File: src/rtl/brc_pkg.sv
package brc_pkg;
  typedef enum logic [2:0] {
    ST_IDLE,
    ST_WAIT,
    ST_PULSE,
    ST_STP_LO,
    ST_STP_SCL,
    ST_STP_SDA,
    ST_DONE
  } rec_state_e;
endpackage

File: src/rtl/brc_sync.sv
module brc_sync #(
  parameter int W = 2
) (
  input  logic         clk,
  input  logic         rst_n,
  input  logic [W-1:0] d,
  output logic [W-1:0] q
);
  for (genvar i = 0; i < W; i++) begin : g_bit
    logic meta_q, out_q;
    always_ff @(posedge clk or negedge rst_n) begin
      if (!rst_n) begin
        meta_q <= 1'b1;
        out_q  <= 1'b1;
      end else begin
        meta_q <= d[i];
        out_q  <= meta_q;
      end
    end
    assign q[i] = out_q;
  end
endmodule

File: src/rtl/brc_low_timer.sv
module brc_low_timer #(
  parameter int TIMEOUT_CYC = 7_500_000
) (
  input  logic clk,
  input  logic rst_n,
  input  logic line_low,
  input  logic run,
  input  logic clr,
  output logic expire
);
  localparam int CW = (TIMEOUT_CYC > 2) ? $clog2(TIMEOUT_CYC) : 1;
  localparam logic [CW-1:0] LAST = CW'(TIMEOUT_CYC - 1);

  logic [CW-1:0] cnt_q, cnt_d;
  logic          at_last;

  assign at_last = (cnt_q == LAST);
  assign expire  = run && line_low && at_last && !clr;

  always_comb begin
    cnt_d = cnt_q;
    if (clr || !run || !line_low) cnt_d = '0;
    else if (!at_last)            cnt_d = cnt_q + 1'b1;
  end

  always_ff @(posedge clk or negedge rst_n) begin
    if (!rst_n) cnt_q <= '0;
    else        cnt_q <= cnt_d;
  end

  // an override edge restarts the count
  a_r7_timer_restart: assert property (@(posedge clk) disable iff (!rst_n)
    clr |=> (cnt_q == '0));
endmodule

File: src/rtl/brc_seq.sv
module brc_seq
  import brc_pkg::*;
#(
  parameter int GAP_CYC    = 10_000,
  parameter int HALF_CYC   = 14_706,
  parameter int NUM_PULSES = 16
) (
  input  logic clk,
  input  logic rst_n,
  input  logic expire,
  input  logic enable,
  input  logic en_rise,
  input  logic bus_high,
  output logic fault,
  output logic seq_active,
  output logic scl_drive,
  output logic sda_drive
);
  localparam int GW = (GAP_CYC > 2) ? $clog2(GAP_CYC) : 1;
  localparam int HW = (HALF_CYC > 2) ? $clog2(HALF_CYC) : 1;
  localparam int PW = $clog2(NUM_PULSES + 1);
  localparam logic [GW-1:0] GAP_LAST  = GW'(GAP_CYC - 1);
  localparam logic [HW-1:0] HALF_LAST = HW'(HALF_CYC - 1);
  localparam logic [PW-1:0] P_LAST    = PW'(NUM_PULSES - 1);
  localparam logic [PW-1:0] P_MAX     = PW'(NUM_PULSES);

  rec_state_e    state_q, state_d;
  logic [GW-1:0] gcnt_q, gcnt_d;
  logic [HW-1:0] hcnt_q, hcnt_d;
  logic [PW-1:0] pcnt_q, pcnt_d;
  logic          ph_q, ph_d;
  logic          half_end, burst_state, stop_state;

  assign half_end    = (hcnt_q == HALF_LAST);
  assign stop_state  = (state_q == ST_STP_LO) || (state_q == ST_STP_SCL) ||
                       (state_q == ST_STP_SDA);
  assign burst_state = (state_q == ST_PULSE) || stop_state;

  always_comb begin
    state_d = state_q;
    gcnt_d  = gcnt_q;
    hcnt_d  = hcnt_q;
    pcnt_d  = pcnt_q;
    ph_d    = ph_q;
    case (state_q)
      ST_IDLE: if (expire) begin
        state_d = ST_WAIT;
        gcnt_d  = '0;
      end
      ST_WAIT: begin
        if (gcnt_q != GAP_LAST) gcnt_d = gcnt_q + 1'b1;
        else if (enable) begin
          state_d = ST_PULSE;
          hcnt_d  = '0;
          pcnt_d  = '0;
          ph_d    = 1'b0;
        end
      end
      ST_PULSE: begin
        hcnt_d = half_end ? '0 : hcnt_q + 1'b1;
        if (half_end) begin
          if (!ph_q) ph_d = 1'b1;
          else begin
            ph_d   = 1'b0;
            pcnt_d = pcnt_q + 1'b1;
            if (pcnt_q == P_LAST || bus_high) state_d = ST_STP_LO;
          end
        end
      end
      ST_STP_LO, ST_STP_SCL, ST_STP_SDA: begin
        hcnt_d = half_end ? '0 : hcnt_q + 1'b1;
        if (half_end) begin
          if (state_q == ST_STP_LO)       state_d = ST_STP_SCL;
          else if (state_q == ST_STP_SCL) state_d = ST_STP_SDA;
          else                            state_d = ST_DONE;
        end
      end
      default: ;
    endcase
    if ((state_q == ST_WAIT || state_q == ST_DONE) && bus_high) state_d = ST_IDLE;
    if (!enable && burst_state) begin
      state_d = ST_WAIT;
      gcnt_d  = '0;
    end
    if (en_rise && state_q != ST_IDLE) state_d = ST_IDLE;
  end

  always_ff @(posedge clk or negedge rst_n) begin
    if (!rst_n) begin
      state_q <= ST_IDLE;
      gcnt_q  <= '0;
      hcnt_q  <= '0;
      pcnt_q  <= '0;
      ph_q    <= 1'b0;
    end else begin
      state_q <= state_d;
      gcnt_q  <= gcnt_d;
      hcnt_q  <= hcnt_d;
      pcnt_q  <= pcnt_d;
      ph_q    <= ph_d;
    end
  end

  assign fault      = (state_q != ST_IDLE);
  assign seq_active = burst_state;
  assign scl_drive  = ((state_q == ST_PULSE) && !ph_q) || (state_q == ST_STP_LO);
  assign sda_drive  = (state_q == ST_STP_LO) || (state_q == ST_STP_SCL);

  a_r1_fault_from_timer: assert property (@(posedge clk) disable iff (!rst_n)
    $rose(fault) |-> $past(expire));
  a_r3_no_pull_at_fault: assert property (@(posedge clk) disable iff (!rst_n)
    $rose(fault) |=> !scl_drive);
  a_r4_pulse_bound: assert property (@(posedge clk) disable iff (!rst_n)
    pcnt_q <= P_MAX);
  a_r5_clear_cause: assert property (@(posedge clk) disable iff (!rst_n)
    $fell(fault) |-> $past(bus_high || en_rise));
  a_r6_abort_when_disabled: assert property (@(posedge clk) disable iff (!rst_n)
    !enable |=> !seq_active);
endmodule

File: src/rtl/stuck_bus_recovery.sv
module stuck_bus_recovery #(
  parameter int TIMEOUT_CYC = 7_500_000,
  parameter int GAP_CYC     = 10_000,
  parameter int HALF_CYC    = 14_706,
  parameter int NUM_PULSES  = 16
) (
  input  logic clk,
  input  logic rst_n,
  input  logic scl_in,
  input  logic sda_in,
  input  logic enable,
  input  logic pwr_good,
  input  logic connected,
  output logic disconnect_req,
  output logic fault,
  output logic scl_pull,
  output logic sda_pull,
  output logic accel_inhibit
);
  localparam int NLINE = 2;

  logic [NLINE-1:0] raw_bus, s_bus, exp_vec;
  logic             en_q, en_rise, fault_w, seq_active, scl_drv, sda_drv, run;

  assign raw_bus = {sda_in, scl_in};

  brc_sync #(.W(NLINE)) u_sync (
    .clk(clk), .rst_n(rst_n), .d(raw_bus), .q(s_bus)
  );

  always_ff @(posedge clk or negedge rst_n) begin
    if (!rst_n) en_q <= 1'b0;
    else        en_q <= enable;
  end
  assign en_rise = enable && !en_q;
  assign run     = pwr_good && !fault_w;

  for (genvar i = 0; i < NLINE; i++) begin : g_timer
    brc_low_timer #(.TIMEOUT_CYC(TIMEOUT_CYC)) u_timer (
      .clk(clk), .rst_n(rst_n), .line_low(!s_bus[i]), .run(run),
      .clr(en_rise), .expire(exp_vec[i])
    );
  end

  brc_seq #(
    .GAP_CYC(GAP_CYC), .HALF_CYC(HALF_CYC), .NUM_PULSES(NUM_PULSES)
  ) u_seq (
    .clk(clk), .rst_n(rst_n), .expire(|exp_vec), .enable(enable),
    .en_rise(en_rise), .bus_high(&s_bus), .fault(fault_w),
    .seq_active(seq_active), .scl_drive(scl_drv), .sda_drive(sda_drv)
  );

  assign fault          = fault_w;
  assign disconnect_req = fault_w || !enable || !pwr_good;
  assign scl_pull       = scl_drv && enable;
  assign sda_pull       = sda_drv && enable;
  assign accel_inhibit  = seq_active || !connected;

  // no new fault can appear while the supply is not good
  a_r8_hold_unpowered: assert property (@(posedge clk) disable iff (!rst_n)
    (!pwr_good && !fault_w) |=> !fault_w);
endmodule

File: config.mk
export PLATFORM = sky130hd
export DESIGN_NAME = stuck_bus_recovery
export DESIGN_NICKNAME = d
export VERILOG_FILES = /design/src/rtl/brc_pkg.sv /design/src/rtl/brc_sync.sv /design/src/rtl/brc_low_timer.sv /design/src/rtl/brc_seq.sv /design/src/rtl/stuck_bus_recovery.sv
export SDC_FILE = /design/constraint.sdc
export NUM_CORES = 1
export LEC_CHECK = 0
export BUFFER_PORTS_ARGS = -buffer_cell sky130_fd_sc_hd__buf_2
export CAP_MARGIN = 20
export CORE_ASPECT_RATIO = 0.8
export CORE_MARGIN = 3
export CORE_UTILIZATION = 50
export CTS_CLUSTER_DIAMETER = 40
export CTS_CLUSTER_SIZE = 30
export DETAILED_ROUTE_END_ITERATION = 16
export PLACE_DENSITY = 0.66
export SLEW_MARGIN = 20
export SYNTH_ARGS = -nofsm -noshare
export SYNTH_HDL_FRONTEND = slang
export SYNTH_SLANG_ARGS = --single-unit
File: constraint.sdc
create_clock -name clk -period 3.2 [get_ports clk]
set_input_delay 0.64 -clock clk [delete_from_list [all_inputs] [get_ports clk]]
set_output_delay 0.64 -clock clk [all_outputs]
set_load 0.05 [all_outputs]
# Word level (Yosys, flattened, before mapping)

Cells that the tools add are included.

Register bits after elaboration: 88
Output and inout bits: 5
Word-level logic and storage cells: 129
Input port bits: 7

Eq/ne operators: 26
Reduce and logical (&&, ||, !) cells: 51
Multiplexer cells: 35
Add/subtract/negate cells: 5

Operators with widths:

| kind                                                 | count |
|---|---|
| two-way mux 23 bit                                   | 4 |
| two-way mux 14 bit                                   | 6 |
| case mux 14 bit (2 select lines)                     | 2 |
| adder 23 x 1 -> 23 bit (second input constant)       | 2 |
| equality test 23 bit (second input constant)         | 2 |
| two-way mux 3 bit                                    | 11 |
| adder 14 x 1 -> 14 bit (second input constant)       | 2 |
| != test 5 x 1 -> 1 bit (second input constant)       | 5 |
| two-way mux 5 bit                                    | 4 |
| equality test 14 bit (second input constant)         | 1 |
| logical AND 1 bit                                    | 14 |
| != test 14 bit (second input constant)               | 1 |
| logical OR 1 bit                                     | 12 |
| case mux 3 bit (4 select lines)                      | 1 |
| logical NOT 1 bit                                    | 10 |
| != test 5 bit (second input constant)                | 2 |
| case mux 5 bit (2 select lines)                      | 1 |
| equality test 3 bit (second input constant)          | 3 |
| != test 2 bit (second input constant)                | 4 |
| AND reduction 8 bit                                  | 1 |
| nonzero test 7 bit                                   | 1 |
| equality test 3 x 2 -> 1 bit (second input constant) | 2 |
| AND reduction 3 bit                                  | 2 |
| nonzero test 3 bit                                   | 2 |
| 17 further kinds                                     | 22 |

# Logic depth before layout (Yosys ltp)

Gate-level depths: netlist (run 1).

Word-level depth: 12
Gate-level depth with buffers: 10
Depth with buffers taken out: 9

# Modules after synthesis

A second synthesis (run 1) with hierarchy kept.

Cells, all modules: 540
Area, all modules: 4966.0 µm²

Modules (own cells, without submodules):

| module             | cells an instance | seq. area each (µm²) | instances | area each (µm²) |
|---|---|---|---|---|
| brc_low_timer      | 134               | 575.6                | 2         | 1251.2 |
| brc_seq            | 255               | 925.9                | 1         | 2258.4 |
| brc_sync           | 6                 | 105.1                | 1         | 120.1 |
| stuck_bus_recovery | 11                | 25.0                 | 1         | 85.1 |

# Worst setup path after synthesis (run 1)

OpenSTA, ideal clock, no wires.

Path type: register to output
Start point: reg u_seq.state_q[2]
End point: out scl_pull
Path buffers: 2
Setup slack: 0.458 ns
Data arrival time: 2.102 ns
Cell stages (with the launch flop): 6
Data required time: 2.560 ns
Path through: dfrtp_1 buf_6 inv_1 clkbuf_1 nand2_1 nor3b_1

Word-level cells in the longest chain between the ends: 4
Elaborated cells between the ends (all ways): 5
Classes of those cells: 2 x eq/ne; 3 x reduce/logical

RTL lines:

| what                         | RTL line                 | source |
|---|---|---|
| start: declaration           | brc_seq.sv:27            | `rec_state_e state_q, state_d;` |
| start signal: assignment     | brc_seq.sv:96            | `state_q <= state_d;` |
| equality test 3 x 2 -> 1 bit | brc_seq.sv:106           | `assign scl_drive = ((state_q == ST_PULSE) && !ph_q) \|\| (state_q == ST_STP_LO);` |
| logical AND 1 bit            | brc_seq.sv:106           |  |
| logical OR 1 bit (*)         | brc_seq.sv:106           |  |
| logical AND 1 bit (*)        | stuck_bus_recovery.sv:55 | `assign scl_pull = scl_drv && enable;` |
| end: declaration             | stuck_bus_recovery.sv:16 | `output logic scl_pull,` |

Mark *: on every way between the ends. The rest lies on a longest branch, timed or not.

# Final worst setup path (run 1)

Start point: reg u_seq.state_q[1]
End point: reg u_seq.gcnt_q[8]

Word-level cells in the longest chain between the ends: 9
Elaborated cells between the ends (all ways): 26
Classes of those cells: 7 x eq/ne; 2 x mux; 17 x reduce/logical

RTL lines:

| what                             | RTL line                 | source |
|---|---|---|
| nonzero test 3 bit               | brc_seq.sv:104           | `assign fault = (state_q != ST_IDLE);` |
| logical NOT 1 bit                | stuck_bus_recovery.sv:36 | `assign run = pwr_good && !fault_w;` |
| logical AND 1 bit                | stuck_bus_recovery.sv:36 |  |
| logical AND 1 bit (3 in a row)   | brc_low_timer.sv:18      | `assign expire = run && line_low && at_last && !clr;` |
| OR reduction 2 bit               | stuck_bus_recovery.sv:48 | `.clk(clk), .rst_n(rst_n), .expire(\|exp_vec), .enable(enable),` |
| != test 3 x 1 -> 1 bit (no line) | -                        |  |
| AND reduction 3 bit (no line)    | -                        |  |
| end signal: assignment           | brc_seq.sv:97            | `gcnt_q <= gcnt_d;` |
| end: declaration                 | brc_seq.sv:28            | `logic [GW-1:0] gcnt_q, gcnt_d;` |

Parallel ways exist; a longest one is shown, timed or not.
A chain may end at the register's enable or synchronous reset.

==> results of run 1 <==
-- stage by stage --
step / hold WS, ns / instance area [µm²] / util [%] / std cells / power (µW)
floorplan: 0.344 / 4770 / - / 531 / 2080
global placement: 0.346 / 4930 / 53.8 / 641 / 2260
detailed placement: 0.353 / 4930 / 53.8 / 641 / 2270
CTS: 0.283 / 5250 / 57.3 / 657 / 3420
global route: 0.302 / 5260 / 57.5 / 657 / 3610
finish: 0.269 / 5260 / 57.5 / 657 / 3410
-- per-layer routing --
metal / vias to the layer above / GRT usage [%]
li1: 1859 / -
met1: 1806 / 28.2
met2: 63 / 29.1
met3: 9 / 4.98
met4: 0 / 6.35
met5: - / 0
-- critical path, stage by stage (launching register included) --
cell and delay (ns):
dfrtp_1 0.55, or4b_1 0.58, or3_1 0.38, nor3_1 0.42, o31ai_4 0.24, o21ai_1 0.20, o21ai_1 0.08
-- flip-flops by register name, indices dropped and copies added, names as in the netlist, 2 cells and up --
signal	cells
g_timer.u_timer.cnt_q	46
u_seq.gcnt_q	14
u_seq.hcnt_q	14
u_seq.pcnt_q	5
u_seq.state_q	3
u_sync.g_bit.meta_q	2
u_sync.g_bit.out_q	2
-- layout make-up --
type,instances,area (µm²)
clock buffers,10,239
fillers,791,3890
repair buffers,17,115
flip-flops and latches,88,2210
clock inverters,6,82.6
multi-input cells,409,2430
inverters,12,45.0
well taps,115,144
-- Yosys cell counts (all sizes together), types with 10 or more instances --
cell / n
nor2: 85
dfrtp: 84
nand2: 60
o21ai: 48
xor2: 23
nand3: 22
and3: 19
xnor2: 19
clkbuf: 17
inv: 12
nand4: 11
nor3: 11
a21oi: 10
or3: 10
-- worst paths after layout --
check / depth (start not counted) / startpoint / slack [ns] / endpoint
min reg2reg: 0 / u_sync.g_bit[0].meta_q / 0.36 / u_sync.g_bit[0].out_q
max reg2reg: 6 / u_seq.state_q[1] / 0.62 / u_seq.gcnt_q[8]
max: 6 / u_seq.state_q[1] / 0.62 / u_seq.gcnt_q[8]
max in group asynchronous: 2 / rst_n / 2.23 / u_sync.g_bit[0].out_q
min in group clk: 0 / u_sync.g_bit[0].meta_q / 0.36 / u_sync.g_bit[0].out_q
min: 1 / rst_n / 0.27 / g_timer[1].u_timer.cnt_q[12]
-- where the power goes --
group          internal, µW  switching [µW]  total (µW)
Clock                   701             429        1130
Sequential             1180             113        1290
Combinational           332             655         987
Total                  2210            1200        3410
-- logic make-up (layout without fill, tap and decap cells) --
logic type | count (synthesis) | in the layout | synth area share [%]
AND/OR/NAND/NOR | 265 | 265 | 28.4
AO/OA/AOI/OAI | 89 | 89 | 11.4
flip-flops | 88 | 88 | 46.3
XOR/XNOR | 42 | 42 | 7.71
buffers and inverters | 34 | 45 | 3.07
adder cells (fa/ha/maj) | 8 | 8 | 2.05
multiplexers | 5 | 5 | 1.08
==> impl_metrics.ini, run 1 <==
[detailed_routing]
detailed_route_wire_length_um = 9630
drt_pass1_iterations = 4
wl_per_cell_um = 14.7
routedLengthMet1_um = 4850
highest-signal-layer = met4
route.met3.wl_um = 356
avgViaCountPerCell = 5.69
drt.antenna.violating_nets = 0
detailroute.wirelength.met2_um = 4320
via_count = 3737
drt_first_iter_violations = 306
post-route-drc-count = 0

[floorplanning]
core_mm2 = 0.00915
floorplan.initialDensity_pct = 52.1
fp-row-count = 31
dieWidth_um = 115
top_ports = 12
die-area_mm2 = 0.0108
die_h_um = 93.4

[pwr]
vdd_drop_max_uv = 434
leakage_uw = 0.00222
power_per_cell_area_mw_per_mm2 = 648

[cts]
cts_tree = built
cts-resized-gates = 0
clock_latency_ns = 0.34
post_cts.repair.setup_buffers = 0
numCtsBuffers = 9
post_cts_hold_buffer_count = 0
clock_tree.root_cell = clkbuf_16
clkSinkCount = 88
h_tree_levels = 3
cts_max_path_buffers = 2
clk_transition_reported_paths_ns = 0.06

[layout]
syn_to_final_growth_pct = 10.4
antenna_cells_inserted = 0
layout.cells.most_common_list = nor2_1, dfrtp_1, nand2_1
finish.net_count = 551
post_route_cells_drive_above_1_share_pct = 8.67

[global_routing]
antenna_found_initial = 0
grt_pass1_vias = 3556
grt_first_pass_wirelength_um = 16900
grt_max_degree = 52
grt_overflow_total = 0
global_route.usage.total_pct = 19.7

[sta]
period_share_pct = 80.6
clock_skew_ns = 0.00623
final.setup.tns_ns = 0
final.min_clock_period_ns = 2.58
final_critical_path_setup_slack_ns = 0.620
fmax_mhz = 388
rsz0062_at_grt = false
report.final.setup_viol = 0
timing.final.max_slew_violations = 0
relSlewSlack_pct = 42.0
timing.final.hold_violations = 0
worst_slew_pin_slew_ns = 0.848

[placement]
gpl.final_weighted_congestion = 0.843
detailedPlace.worstSlack_ns = 0.363
detailedPlacementHpwl_um = 6560
port_buffers = 11

[worst_setup_path]
crit_arrival_ns = 2.80
worstPathRequired_ns = 3.42
path_max_fanout = 16
setup_crit_end_kind = flop
critical_path.startpoint_type = flop
critPathKind = flop to flop

[synth]
synth-edff-count = 0
synth_cells = 531
ys_flop_type = dfrtp_1
synth.yosys.warnings = 0
yosysTopAreaCell = dfrtp_1
ys_ff_latch = 88
synth.top_cells.by_area = dfrtp_1, nor2_1, nand2_1, xor2_1, xnor2_1
synth_nets = 545
yosysTopAreaCellShare_pct = 44.1
synthDistinctLibCells = 57
register_area_share_after_synthesis_pct = 46.3
mappedNetlistArea_mm2 = 0.00477
post_synth.cell_area_avg_um2 = 8.98
synthArstFlopShare_pct = 100

[status]
run_status = finished, final reports clean

[run]
drv_cap = 0

[worst_hold_path]
worst_hold_path_type = input pin to async pin
(Power assumes the default switching activity.)
==> inputs of run 2 (changes only) <==
==> constraint.sdc (replaced) <==
create_clock -name clk -period 2.4 [get_ports clk]
set_input_delay 0.48 -clock clk [delete_from_list [all_inputs] [get_ports clk]]
set_output_delay 0.48 -clock clk [all_outputs]
set_load 0.05 [all_outputs]
==> impl_metrics.ini, run 2 (synthesized netlist as in run 1, its figures left out) <==
[worst_setup_path]
path_max_fanout = 8
crit_arrival_ns = 2.51
critical_path.startpoint_type = flop
worstPathRequired_ns = 2.62
r2r-end = u_seq.gcnt_q[12]
crit-reg2reg-launch = g_timer[0].u_timer.cnt_q[15]
worst_r2r_path_depth = 7
worstSetupEndpoint = u_seq.gcnt_q[12]
critical_path.startpoint = g_timer[0].u_timer.cnt_q[15]
critPathKind = flop to flop
setup_crit_end_kind = flop
regToRegSetupSlack_ns = 0.11

[global_routing]
global_route.usage.total_pct = 20.1
grt_overflow_total = 0
grt_max_degree = 35
grt_pass1_vias = 3614
grt_first_pass_wirelength_um = 17300
antenna_found_initial = 0

[status]
run_status = finished, final reports clean

[placement]
placed_cells = 670
gpl.final_weighted_congestion = 0.797
port_buffers = 11
detailedPlacementHpwl_um = 6910

[cts]
clock_latency_ns = 0.34
clock_tree.root_cell = clkbuf_16
clk_transition_reported_paths_ns = 0.06
numCtsBuffers = 9
clkSinkCount = 88
cts_tree = built
cts_max_path_buffers = 2
h_tree_levels = 3

[detailed_routing]
drt.antenna.violating_nets = 0
wl_per_cell_um = 14.1
drt_first_iter_violations = 330
detailed_route_wire_length_um = 9720
drt_pass1_iterations = 5
via_count = 3811
post-route-drc-count = 0
avgViaCountPerCell = 5.55

[layout]
syn_to_final_growth_pct = 14.6
layout.cells.most_common_list = nor2_1, dfrtp_1, nand2_1
antenna_cells_inserted = 0
post_route_cells_drive_above_1_share_pct = 13.1
finish.net_count = 581
regMostFlops = g_timer.u_timer.cnt_q
largest_register_ff_count = 46
layout.cells.non_filler = 687
reg.largest.list = g_timer.u_timer.cnt_q: 46 flops, u_seq.gcnt_q: 14 flops, u_seq.hcnt_q: 14 flops

[pwr]
power_per_cell_area_mw_per_mm2 = 830
leakage_uw = 0.00237
vdd_drop_max_uv = 552

[floorplanning]
fp-row-count = 31
floorplan.initialDensity_pct = 52.1
die_h_um = 93.4
dieWidth_um = 115
die-area_mm2 = 0.0108
core_mm2 = 0.00915
top_ports = 12

[sta]
report.final.setup_viol = 0
timing.final.max_slew_violations = 0
timing.final.hold_violations = 0
worst_slew_pin_slew_ns = 0.466
period_share_pct = 95.4
clock_skew_ns = 0.00526
relSlewSlack_pct = 68.9
rsz0062_at_grt = false
final.min_clock_period_ns = 2.29
fmax_mhz = 437
final.setup.tns_ns = 0

[worst_hold_path]
worst_hold_path_type = input pin to async pin

[run]
drv_cap = 0
==> run 2: worst min path at each step <==
stage | end | depth (start not counted) | from
floorplan | en_q | 0 | rst_n
global placement | u_sync.g_bit[0].out_q | 0 | u_sync.g_bit[0].meta_q
detailed placement | u_sync.g_bit[1].out_q | 0 | u_sync.g_bit[1].meta_q
CTS | g_timer[1].u_timer.cnt_q[14] | 1 | rst_n
global route | g_timer[1].u_timer.cnt_q[14] | 1 | rst_n
finish | g_timer[1].u_timer.cnt_q[13] | 1 | rst_n
==> run 2: report_power, final <==
group / total, µW / switching, µW / internal [µW]
clock: 1280 / 525 / 760
combinational: 1600 / 995 / 609
sequential: 1640 / 71.2 / 1570
==> run 2: per-stage QoR <==
stage | hold slack, ns | area, µm² | power, µW | setup slack [ns] | util, %
5_1_grt | 0.126 | 5460 | 4830 | 0.0128 | 59.7
3_5_place_dp | 0.348 | 5150 | 3200 | -0.171 | 56.3
2_1_floorplan | 0.184 | 4770 | 2770 | 0.0204 | -
4_1_cts | 0.107 | 5440 | 4530 | 0.000250 | 59.4
6_report | 0.0953 | 5460 | 4530 | 0.111 | 59.7
3_3_place_gp | 0.348 | 5140 | 3160 | -0.0556 | 56.2
==> run 2: timing repair <==
item                                   4_1_cts  5_1_grt
pin swaps                                    2        3
setup endpoints to repair                    7       12
hold buffers                                 0        0
endpoints found under the hold margin        0        0
buffers inserted                             0        1
gates resized for setup                      2        5
==> run 2: final cells by class <==
type | instances | area [µm²]
clock buffer | 16 | 272
multi-input combinational | 409 | 2440
sequential | 88 | 2210
tap | 115 | 144
fill | 788 | 3690
inverter | 12 | 48.8
timing repair buffer | 47 | 348
==> run 2: per-layer routing <==
layer  routed length [µm]  GRT usage [%]  vias to the layer above
met4                  120           6.74                        0
met5                    0              0                        -
met2                 4270           29.6                       58
li1                     -              -                     1927
met1                 4990           28.9                     1820
met3                  334           5.05                        6
==> run 2: critical path, stage by stage (launching register included) <==
cell	delay, ns
dfrtp_1	0.37
or4b_1	0.53
or4_4	0.52
nor3_4	0.25
o31ai_4	0.12
buf_6	0.17
o21ai_2	0.12
o31ai_1	0.08
==> inputs of run 3 (changes only) <==
--- a/config.mk
+++ b/config.mk
@@ -14,6 +14,7 @@
 export CTS_CLUSTER_SIZE = 30
 export DETAILED_ROUTE_END_ITERATION = 16
 export PLACE_DENSITY = 0.66
+export SETUP_SLACK_MARGIN = 0.3
 export SLEW_MARGIN = 20
 export SYNTH_ARGS = -nofsm -noshare
 export SYNTH_HDL_FRONTEND = slang
==> constraint.sdc (replaced) <==
create_clock -name clk -period 2.4 [get_ports clk]
set_input_delay 0.12 -clock clk [delete_from_list [all_inputs] [get_ports clk]]
set_output_delay 0.12 -clock clk [all_outputs]
set_load 0.05 [all_outputs]
==> impl_metrics.ini, run 3 (synthesized netlist as in run 1, its figures left out) <==
[worst_setup_path]
worstPathRequired_ns = 2.66
regToRegSetupSlack_ns = 0.11
r2r-end = u_seq.state_q[1]
critical_path.startpoint_type = flop
crit-reg2reg-launch = u_seq.state_q[2]
crit_arrival_ns = 2.55
critPathKind = flop to flop
path_max_fanout = 3
worst_r2r_path_depth = 7
setup_crit_end_kind = flop

[worst_hold_path]
worst_hold_path_type = input pin to flop
min-delay-start = enable
worst_hold_path.endpoint = en_q
min_delay_path_depth = 1

[layout]
syn_to_final_growth_pct = 19.4
antenna_cells_inserted = 0
layout.cells.most_common_list = dfrtp_1, nor2_1, nand2_1
final_design_utilization_pct = 62.2
largest_register_ff_count = 46
finish.net_count = 586
regMostFlops = g_timer.u_timer.cnt_q
post_route_cells_drive_above_1_share_pct = 17.5
layout.cells.most_common = dfrtp_1
layout.cells.non_filler = 692
reg.largest.list = g_timer.u_timer.cnt_q: 46 flops, u_seq.gcnt_q: 14 flops, u_seq.hcnt_q: 14 flops

[sta]
timing.final.max_slew_violations = 0
period_share_pct = 95.3
fmax_mhz = 437
final_critical_path_setup_slack_ns = 0.112
clock_skew_ns = 0.00679
timing.final.hold_violations = 0
report.final.setup_viol = 0
final.min_clock_period_ns = 2.29
rsz0062_at_grt = true
relSlewSlack_pct = 64.3
final.setup.tns_ns = 0
worst_slew_pin_slew_ns = 0.536

[detailed_routing]
drt_pass1_iterations = 4
highest-signal-layer = met4
via_count = 3882
drt_first_iter_violations = 249
detailroute.wirelength.met2_um = 4700
routedLengthMet1_um = 5360
route.met3.wl_um = 336
detailed_route_wire_length_um = 10500
avgViaCountPerCell = 5.61
drt.antenna.violating_nets = 0
post-route-drc-count = 0
wl_per_cell_um = 15.2

[global_routing]
grt_first_pass_wirelength_um = 17900
global_route.usage.total_pct = 20.6
antenna_found_initial = 0
grt_max_degree = 53
grt_pass1_vias = 3819
grt_overflow_total = 0

[status]
run_status = finished, final reports clean

[pwr]
vdd_drop_max_uv = 572
power_per_cell_area_mw_per_mm2 = 855
totalPowerFinal_uw = 4870
leakage_uw = 0.00243

[floorplanning]
die_h_um = 93.4
fp-row-count = 31
die-area_mm2 = 0.0108
top_ports = 12
dieWidth_um = 115
floorplan.initialDensity_pct = 52.1
core_mm2 = 0.00915

[cts]
clock_tree.root_cell = clkbuf_16
h_tree_levels = 3
clock_latency_ns = 0.34
cts_max_path_buffers = 2
numCtsBuffers = 9
clkSinkCount = 88
clk_transition_reported_paths_ns = 0.06
cts_tree = built

[placement]
placed_cells = 657
port_buffers = 11
detailedPlace.worstSlack_ns = 0.0579
gpl.final_weighted_congestion = 0.831
detailedPlacementHpwl_um = 6910

[run]
drv_cap = 0
run 3: changes by cell type in the layout (fill, tap and decap cells not counted), moves of 3 or more:
cell           change
clkbuf_1           -3
or3_1              -3
o21ai_2            +4
buf_6              +3
o21ai_0           -10
o21ai_1            +6
nor2_1             -4
nor2_4             +3
buf_4              -3
dlygate4sd3_1      +3
or3_4              +3
run 3: stage by stage:
| stage | instance area (µm²) | hold slack, ns |
|---|---|---|
| floorplan | 4820 | -0.176 |
| global placement | 5090 | 0.125 |
| detailed placement | 5090 | 0.126 |
| CTS | 5550 | 0.0236 |
| global route | 5690 | 0.0747 |
| finish | 5690 | 0.0674 |
run 3: worst max-delay path by stage:
stage | startpoint | end | slack, ns | depth (start not counted)
after floorplan | u_seq.state_q[2] | u_seq.gcnt_q[3] | 0.14 | 9
after global placement | g_timer[0].u_timer.cnt_q[16] | u_seq.gcnt_q[5] | 0.13 | 6
after detailed placement | g_timer[0].u_timer.cnt_q[16] | u_seq.state_q[1] | 0.06 | 6
after CTS | u_seq.state_q[2] | u_seq.state_q[1] | 0.13 | 7
after global routing | g_timer[0].u_timer.cnt_q[11] | u_seq.gcnt_q[2] | 0.02 | 7
final | u_seq.state_q[2] | u_seq.state_q[1] | 0.11 | 7
run 3: report_power, final:
part	total [µW]	switching [µW]	internal, µW
clock	1430	565	861
combinational	1800	1150	656
sequential	1640	69.5	1570
total	4870	1780	3090
run 3: layout make-up:
class	instances	area (µm²)
Fill cell	787	3460
Multi-Input combinational cell	410	2590
Sequential cell	88	2210
Timing Repair Buffer	51	404
Clock buffer	13	260
Tap cell	115	144
Inverter	12	45.0
Clock inverter	3	40.0
run 3: layer usage:
layer  GRT usage [%]  up-vias
li1                -     1942
met1            29.8     1896
met2            30.9       37
met3            4.92        7
met4            5.67        0
met5               0        -
run 3: worst max-delay path: stages, from the launching register on:
cell,delay [ns]
dfrtp_1,0.37
or4b_1,0.58
or3_4,0.42
nor4_4,0.15
buf_4,0.20
nor3_1,0.08
a211oi_2,0.20
mux2i_1,0.21
run 3: repair_timing:
action / in CTS / in global routing
hold endpoints to repair: 38 / 0
cloned: 1 / 1
hold buffers: 3 / 0
pin swaps: 16 / 16
buffers inserted: 10 / 4
gates resized for setup: 9 / 35
endpoints found under the setup margin: 37 / 44
